`src/rtl/twb_pkg.sv`:
```
package twb_pkg;

    typedef enum logic [2:0] {
        ST_IDLE,
        ST_OPEN,
        ST_SHIFT,
        ST_CLOSE,
        ST_READ
    } twb_state_e;

    localparam logic [1:0] BANK_NONE = 2'd0;
    localparam logic [1:0] BANK_LO   = 2'd1;
    localparam logic [1:0] BANK_HI   = 2'd2;

endpackage

```
`src/rtl/twb_bank_map.sv`:
```
module twb_bank_map
    import twb_pkg::*;
#(
    parameter int ADDR_W     = 5,
    parameter int BANK_SPLIT = 16
) (
    input  logic [ADDR_W-1:0] addr_i,
    output logic [1:0]        bank_o,
    output logic [7:0]        local_o
);

    always_comb begin
        if (int'(addr_i) >= BANK_SPLIT) begin
            bank_o  = BANK_HI;
            local_o = 8'(int'(addr_i) - BANK_SPLIT);
        end else begin
            bank_o  = BANK_LO;
            local_o = 8'(int'(addr_i));
        end
    end

endmodule

```
`src/rtl/twb_shifter.sv`:
```
module twb_shifter #(
    parameter int DELAY_CYCLES = 2
) (
    input  logic       clk,
    input  logic       rst_n,
    input  logic       start_i,
    input  logic [7:0] byte_i,
    input  logic       sdi_i,
    output logic       sclk_o,
    output logic       sdo_o,
    output logic [7:0] rx_o,
    output logic       done_o
);

    localparam int CNT_W = (DELAY_CYCLES < 2) ? 1 : $clog2(DELAY_CYCLES + 1);
    localparam logic [CNT_W-1:0] CNT_LAST = CNT_W'(DELAY_CYCLES - 1);

    typedef struct packed {
        logic             busy;
        logic             hi;
        logic [CNT_W-1:0] cnt;
        logic [2:0]       bits;
        logic [7:0]       tx;
        logic [7:0]       rx;
        logic             sclk;
        logic             done;
    } shf_t;

    shf_t d, q;

    always_comb begin
        d      = q;
        d.done = 1'b0;
        if (!q.busy) begin
            if (start_i) begin
                d.busy = 1'b1;
                d.hi   = 1'b0;
                d.cnt  = '0;
                d.bits = '0;
                d.tx   = byte_i;
                d.sclk = 1'b0;
            end
        end else if (!q.hi) begin
            if (q.cnt == CNT_LAST) begin
                d.rx   = {sdi_i, q.rx[7:1]};
                d.hi   = 1'b1;
                d.cnt  = '0;
                d.sclk = 1'b1;
            end else begin
                d.cnt = q.cnt + 1'b1;
            end
        end else begin
            if (q.cnt == CNT_LAST) begin
                d.cnt = '0;
                if (q.bits == 3'd7) begin
                    d.busy = 1'b0;
                    d.done = 1'b1;
                end else begin
                    d.bits = q.bits + 1'b1;
                    d.tx   = {1'b0, q.tx[7:1]};
                    d.hi   = 1'b0;
                    d.sclk = 1'b0;
                end
            end else begin
                d.cnt = q.cnt + 1'b1;
            end
        end
    end

    always_ff @(posedge clk or negedge rst_n) begin
        if (!rst_n) begin
            q      <= '0;
            q.sclk <= 1'b1;
        end else begin
            q <= d;
        end
    end

    assign sclk_o = q.sclk;
    assign sdo_o  = q.tx[0];
    assign rx_o   = q.rx;
    assign done_o = q.done;

endmodule

```
`src/rtl/twb_master.sv`:
```
module twb_master
    import twb_pkg::*;
#(
    parameter int         ADDR_W       = 5,
    parameter int         BANK_SPLIT   = 16,
    parameter int         DELAY_CYCLES = 2,
    parameter logic [7:0] BANK_SEL_REG = 8'h0F
) (
    input  logic              clk,
    input  logic              rst_n,
    input  logic              pwr_en,
    input  logic              req_valid,
    output logic              req_ready,
    input  logic              req_write,
    input  logic [ADDR_W-1:0] req_addr,
    input  logic [7:0]        req_wdata,
    output logic              rsp_valid,
    output logic [7:0]        rsp_rdata,
    output logic              bus_clk,
    output logic              bus_rw,
    output logic              bus_data_o,
    output logic              bus_data_oe,
    input  logic              bus_data_i
);

    localparam int CNT_W = (DELAY_CYCLES < 2) ? 1 : $clog2(DELAY_CYCLES + 1);
    localparam logic [CNT_W-1:0] CNT_LAST = CNT_W'(DELAY_CYCLES - 1);

    typedef struct packed {
        twb_state_e       st;
        logic [CNT_W-1:0] cnt;
        logic             bank_cyc;
        logic             byte_idx;
        logic             is_wr;
        logic [7:0]       laddr;
        logic [7:0]       wdata;
        logic [1:0]       nbank;
        logic [1:0]       bank;
        logic             rw;
        logic             oe;
        logic             start;
        logic [7:0]       sbyte;
        logic             rdy;
        logic             rsp_v;
        logic [7:0]       rdata;
    } ctl_t;

    ctl_t d, q;

    logic [1:0] map_bank;
    logic [7:0] map_local;
    logic       sh_done;
    logic [7:0] sh_rx;

    twb_bank_map #(
        .ADDR_W     (ADDR_W),
        .BANK_SPLIT (BANK_SPLIT)
    ) i_map (
        .addr_i  (req_addr),
        .bank_o  (map_bank),
        .local_o (map_local)
    );

    twb_shifter #(
        .DELAY_CYCLES (DELAY_CYCLES)
    ) i_shf (
        .clk     (clk),
        .rst_n   (rst_n),
        .start_i (q.start),
        .byte_i  (q.sbyte),
        .sdi_i   (bus_data_i),
        .sclk_o  (bus_clk),
        .sdo_o   (bus_data_o),
        .rx_o    (sh_rx),
        .done_o  (sh_done)
    );

    always_comb begin
        d       = q;
        d.start = 1'b0;
        d.rsp_v = 1'b0;
        unique case (q.st)
            ST_IDLE: begin
                if (req_valid) begin
                    if (!pwr_en) begin
                        if (!req_write) begin
                            d.rsp_v = 1'b1;
                            d.rdata = 8'h00;
                        end
                    end else begin
                        d.rdy      = 1'b0;
                        d.is_wr    = req_write;
                        d.laddr    = map_local;
                        d.wdata    = req_wdata;
                        d.nbank    = map_bank;
                        d.bank_cyc = (map_bank != q.bank);
                        d.st       = ST_OPEN;
                        d.rw       = 1'b1;
                        d.oe       = 1'b1;
                        d.cnt      = '0;
                    end
                end
            end
            ST_OPEN: begin
                if (q.cnt == CNT_LAST) begin
                    d.st       = ST_SHIFT;
                    d.start    = 1'b1;
                    d.byte_idx = 1'b0;
                    if (q.bank_cyc)   d.sbyte = {6'b0, q.nbank};
                    else if (q.is_wr) d.sbyte = q.wdata;
                    else              d.sbyte = q.laddr;
                end else begin
                    d.cnt = q.cnt + 1'b1;
                end
            end
            ST_SHIFT: begin
                if (sh_done) begin
                    if (!q.byte_idx && (q.bank_cyc || q.is_wr)) begin
                        d.start    = 1'b1;
                        d.byte_idx = 1'b1;
                        d.sbyte    = q.bank_cyc ? BANK_SEL_REG : q.laddr;
                    end else begin
                        d.st  = ST_CLOSE;
                        d.rw  = 1'b0;
                        d.oe  = 1'b0;
                        d.cnt = '0;
                    end
                end
            end
            ST_CLOSE: begin
                if (q.cnt == CNT_LAST) begin
                    d.cnt = '0;
                    if (q.bank_cyc) begin
                        d.bank     = q.nbank;
                        d.bank_cyc = 1'b0;
                        d.st       = ST_OPEN;
                        d.rw       = 1'b1;
                        d.oe       = 1'b1;
                    end else if (!q.is_wr) begin
                        d.st    = ST_READ;
                        d.start = 1'b1;
                    end else begin
                        d.st  = ST_IDLE;
                        d.rdy = 1'b1;
                    end
                end else begin
                    d.cnt = q.cnt + 1'b1;
                end
            end
            ST_READ: begin
                if (sh_done) begin
                    d.rdata = sh_rx;
                    d.rsp_v = 1'b1;
                    d.st    = ST_IDLE;
                    d.rdy   = 1'b1;
                end
            end
            default: d.st = ST_IDLE;
        endcase
        if (!pwr_en) d.bank = BANK_NONE;
    end

    always_ff @(posedge clk or negedge rst_n) begin
        if (!rst_n) begin
            q      <= '0;
            q.st   <= ST_IDLE;
            q.bank <= BANK_NONE;
            q.rdy  <= 1'b1;
        end else begin
            q <= d;
        end
    end

    assign req_ready   = q.rdy;
    assign rsp_valid   = q.rsp_v;
    assign rsp_rdata   = q.rdata;
    assign bus_rw      = q.rw;
    assign bus_data_oe = q.oe;

endmodule

```
`config.mk`:
```
export PLATFORM = sky130hd
export DESIGN_NAME = twb_master
export DESIGN_NICKNAME = d
export VERILOG_FILES = /design/src/rtl/twb_pkg.sv /design/src/rtl/twb_bank_map.sv /design/src/rtl/twb_shifter.sv /design/src/rtl/twb_master.sv
export SDC_FILE = /design/constraint.sdc
export NUM_CORES = 1
export LEC_CHECK = 0
export ABC_CLOCK_PERIOD_IN_PS = 2450
export BUFFER_PORTS_ARGS = -buffer_cell sky130_fd_sc_hd__buf_4
export CAP_MARGIN = 20
export CORE_MARGIN = 8
export CORE_UTILIZATION = 59
export DETAILED_ROUTE_END_ITERATION = 16
export PLACE_DENSITY = 0.75
export SLEW_MARGIN = 5
export SYNTH_ARGS = -nofsm -noshare
export SYNTH_HDL_FRONTEND = slang
export SYNTH_HIERARCHICAL = 1
export SYNTH_SLANG_ARGS = --single-unit
export TNS_END_PERCENT = 5
```
`constraint.sdc`:
```
create_clock -name clk -period 2.45 [get_ports clk]
set_clock_uncertainty 0.2 [all_clocks]
set_input_delay 0.1225 -clock clk [delete_from_list [all_inputs] [get_ports clk]]
set_output_delay 0.1225 -clock clk [all_outputs]
set_load 0.02 [all_outputs]
```
# == After elaboration in Yosys (flattened, before gate mapping) ==
# Cells that the tools add are included.
# totals
romBits,0
out_inout_bits,14
latch_bits,0
reg_bits,74
ramBits,0
mem_count,0
# op_classes
shifts,0
mul,0
n_reduce_logical,23
div_mod_pow,0
n_eq_ne,29
magnitude_cmp,1
addsub,4
bitwise,1
n_mux,68
# op_table
operator,count
11-bit 2-to-1 mux,4
9-bit 2-to-1 mux,4
8-bit 2-to-1 mux,4
15-bit 2-to-1 mux,2
"2-bit != test, second input constant",15
2-bit 2-to-1 mux,11
7-bit AND reduction,3
1-bit 2-to-1 mux,20
10-bit 2-to-1 mux,2
3-bit 2-to-1 mux,6
9-bit one-hot mux with 2 select lines,1
8-bit one-hot mux with 2 select lines,1
5-bit 2-to-1 mux,3
3-bit one-hot mux with 5 select lines,1
6-bit 2-to-1 mux,2
3-bit AND reduction,4
4-bit AND reduction,3
"2-bit by 1-bit != test with 1-bit output, second input constant",5
2-bit one-hot mux with 4 select lines,1
2-bit nonzero test,4
"3-bit by 2-bit == test with 1-bit output, second input constant",2
"3-bit == test, second input constant",2
1-bit one-hot mux with 3 select lines,2
2-bit one-hot mux with 3 select lines,1
other kinds (19),23

# == Logic depth before layout (Yosys ltp) ==
# logic_depth
word_depth,6
mapped_depth,8

# == By module ==
# Netlist, hierarchy kept.
# by_module_without_submodules
mod,cells_per_inst,seq_area_each_um2,instances,area_per_inst_um2
twb_master,197,1202.4,1,2285.9
twb_shifter,93,626.9,1,1186.1
twb_bank_map,11,0.0,1,71.3

# == Worst setup path before layout ==
# No wires, ideal clock.
# synth_path
path_kind,register to register
startpoint,"reg, netlist name q[45]"
endpoint,"reg, netlist name q[10]"
setup_time_ns,0.125
path_stages_with_launch,7
synth_period_minus_slack_ns,1.892
n_path_buf,1
arrival_ns,1.567
required_ns,2.125
slack_ns,0.558
path_cell_list,dfrtp_1 -> inv_1 -> ha_1 -> clkbuf_1 -> nand3b_1 -> o32ai_4 -> mux2_2

==> impl_metrics.env <==
export IMPL_status="complete, no violations"
export IMPL_port_buffers=32
export IMPL_fillers=429
export IMPL_final_max_slew_viol_count=0
export IMPL_reg2reg_depth=7
export IMPL_crit_arrival_ps=1960
export IMPL_die_h_microns=93.5
export IMPL_critPathMaxStageDelay_ps=390
export IMPL_start_util=0.606
export IMPL_power_mw=2.36
export IMPL_grt_pass1_vias=2299
export IMPL_async_flop_share=1.00
export IMPL_rows=28
export IMPL_clockBufferDepth=2
export IMPL_rr_endpoint="q[21]"
export IMPL_syn_area_per_cell_sq_um=11.8
export IMPL_synthTopCellsByArea="dfrtp_1, mux2_2, buf_4"
export IMPL_syn_to_final_growth_pct=14.8
export IMPL_setup_viol=0
export IMPL_startpoint_type="flip-flop"
export IMPL_rsz0062_at_grt="false"
export IMPL_fmaxAchievable_mhz=519
export IMPL_layout_nets=357
export IMPL_drc=0
export IMPL_hold_path_class="in -> reg"
export IMPL_synth_top_cell_area_share=0.501
export IMPL_post_place_cells=380
export IMPL_viasPerCell=5.61
export IMPL_synth_area_sq_um=3540
export IMPL_cts_buffers=9
export IMPL_reg2reg_slack_ps=520
export IMPL_tightest_slew_ps=888
export IMPL_core_sq_um=5850
export IMPL_dp_hpwl_mm=4.28
export IMPL_fin_crit_sh=0.786
export IMPL_wl_mm=6.51
export IMPL_power_density_nw_per_um2=581
export IMPL_cap_violations=0
export IMPL_slew_headroom=0.408
export IMPL_crit_path_top_delay_cell="dfrtp_1"
export IMPL_ant_nets=0
export IMPL_synth_seq_cells=73
export IMPL_routedWlPerCell_microns=15.8
export IMPL_gp_congestion=0.852
export IMPL_hold_path_end="q[46]"
export IMPL_drive_above_1_share=0.308
export IMPL_grt_antenna_before_repair=0
export IMPL_synth_area_leader_cell="dfrtp_1"
export IMPL_yosys_top_cells_count="dfrtp_1, mux2_2, buf_4"
export IMPL_first_iter_violations=93
export IMPL_clkLatencyLatePin_ps=350
export IMPL_peakVddDrop_uv=421
export IMPL_finalHoldViolCount=0
export IMPL_stdcell_count=413
export IMPL_crit_path_start="q[45]"
export IMPL_holdPathStages=5
export IMPL_synth_most_common_cell="dfrtp_1"
export IMPL_grt_max_degree=74
export IMPL_clk_pin_slew_ps=70
export IMPL_overflow=0
export IMPL_synth_edf_count=0
export IMPL_p_leak_nw=1.90
export IMPL_drtPass1Iterations=4
export IMPL_crit_chain="inv_1 -> ha_1 -> buf_4 -> nand4b_1 -> or2_2 -> mux2i_1 -> nor2b_1"
export IMPL_r2r_start="q[45]"
export IMPL_pin_count=33
export IMPL_ys_types=50
export IMPL_period_minus_slack_ps=1930
export IMPL_critPathMaxFanout=6
export IMPL_track_usage=0.166
export IMPL_critPathKind="reg -> reg"
export IMPL_cts_sink_count=73
export IMPL_htreeDepth=3
export IMPL_endpoint_kind="flip-flop"
export IMPL_die_w_microns=93.5
export IMPL_synth_ff_type="dfrtp_1"
export IMPL_antenna_diode_count=0
export IMPL_dieArea_sq_um=8740
export IMPL_synthCells=301
export IMPL_worstPathRequired_ps=2490
export IMPL_cts_tree="built"
export IMPL_min_delay_start="req_valid"
export IMPL_ys_seq_area_frac=0.516
export IMPL_cts_root_buf="clkbuf_8"
export IMPL_tns_ps=0
export IMPL_yosysWarnings=6
export IMPL_routed_via_count=2318
export IMPL_grt_pass1_wl_mm=11.5
worst max-delay path by stage:
| stage | slack [ps] | endpoint | depth (start not counted) |
|---|---|---|---|
| 2_1_floorplan | 560 | q[10] | 6 |
| 3_3_place_gp | 540 | q[12] | 5 |
| 3_5_place_dp | 530 | i_shf/q[15] | 4 |
| 4_1_cts | 520 | q[14] | 6 |
| 5_1_grt | 340 | q[12] | 5 |
| 6_report | 520 | q[21] | 7 |
flip-flops by register name (all words and copies together) (netlist names):
name	flops
q	37
i_shf/q	14
i_shf/rx_o	8
rsp_rdata	8
bus_rw	1
i_shf/done_o	1
i_shf/sclk_o	1
i_shf/sdo_o	1
req_ready	1
rsp_valid	1
logic make-up after synthesis:
| group | share of synthesized area |
|---|---|
| xor gates and xnor gates | 0.00494 |
| buffers and inverters | 0.0936 |
| other | 0.00106 |
| and+or+nand+nor | 0.0939 |
| AOI/OAI and AO/OA | 0.151 |
| muxes | 0.122 |
| DFF | 0.516 |
| adders and majority gates | 0.0177 |
critical path: cells and delay by family (launching register included):
kind          cells  cell delay [ps]
simple gates      3              600
mux               1              160
fa+ha+maj         1              240
flops             1              390
buf+inv           2              230
layout by cell type, fill, tap and decap left out, types with 9 or more instances in the layout:
master         instances
inv_1                 11
mux2_2                33
nand2_1               13
clkbuf_8              11
dfrtp_1               71
buf_4                 41
nor2_1                13
o21ai_0                9
dlygate4sd3_1         17
timing repair:
action	in CTS	in global routing
gates resized for setup	0	0
endpoints found under the hold margin	90	0
hold buffers	17	0
setup buffers	0	0
per-stage QoR:
| step | util | instance area [sq um] | worst slack [ps] | hold slack (ps) |
|---|---|---|---|---|
| 2_1_floorplan | - | 3550 | 558 | -373 |
| 3_3_place_gp | 0.627 | 3670 | 540 | 107 |
| 3_5_place_dp | 0.627 | 3670 | 528 | 114 |
| 4_1_cts | 0.695 | 4070 | 520 | 41.9 |
| 5_1_grt | 0.695 | 4070 | 338 | 66.4 |
| 6_report | 0.695 | 4070 | 524 | 64.0 |
per-layer routing:
layer,up-vias,track usage,share of wire
met5,-,0,0
met4,0,0.0765,0.017
met2,51,0.248,0.46
li1,1117,-,-
met1,1141,0.218,0.48
met3,9,0.0473,0.048
layout make-up:
cell class / count / area, sq um / area share
Tap cell: 75 / 93.8 / 0.0231
Multi-Input combinational cell: 179 / 1390 / 0.343
Sequential cell: 73 / 1830 / 0.450
Timing Repair Buffer: 58 / 478 / 0.117
Clock buffer: 11 / 151 / 0.0372
Inverter: 12 / 45.0 / 0.0111
Clock inverter: 5 / 77.6 / 0.0191
power by group:
| group | internal, mW | total, mW | switching, mW |
|---|---|---|---|
| logic | 0.0426 | 0.0795 | 0.0369 |
| registers | 1.21 | 1.22 | 0.00484 |
| clock network | 0.625 | 1.07 | 0.443 |
| total | 1.88 | 2.36 | 0.485 |
Note: power is estimated with default switching activity, not from simulation.
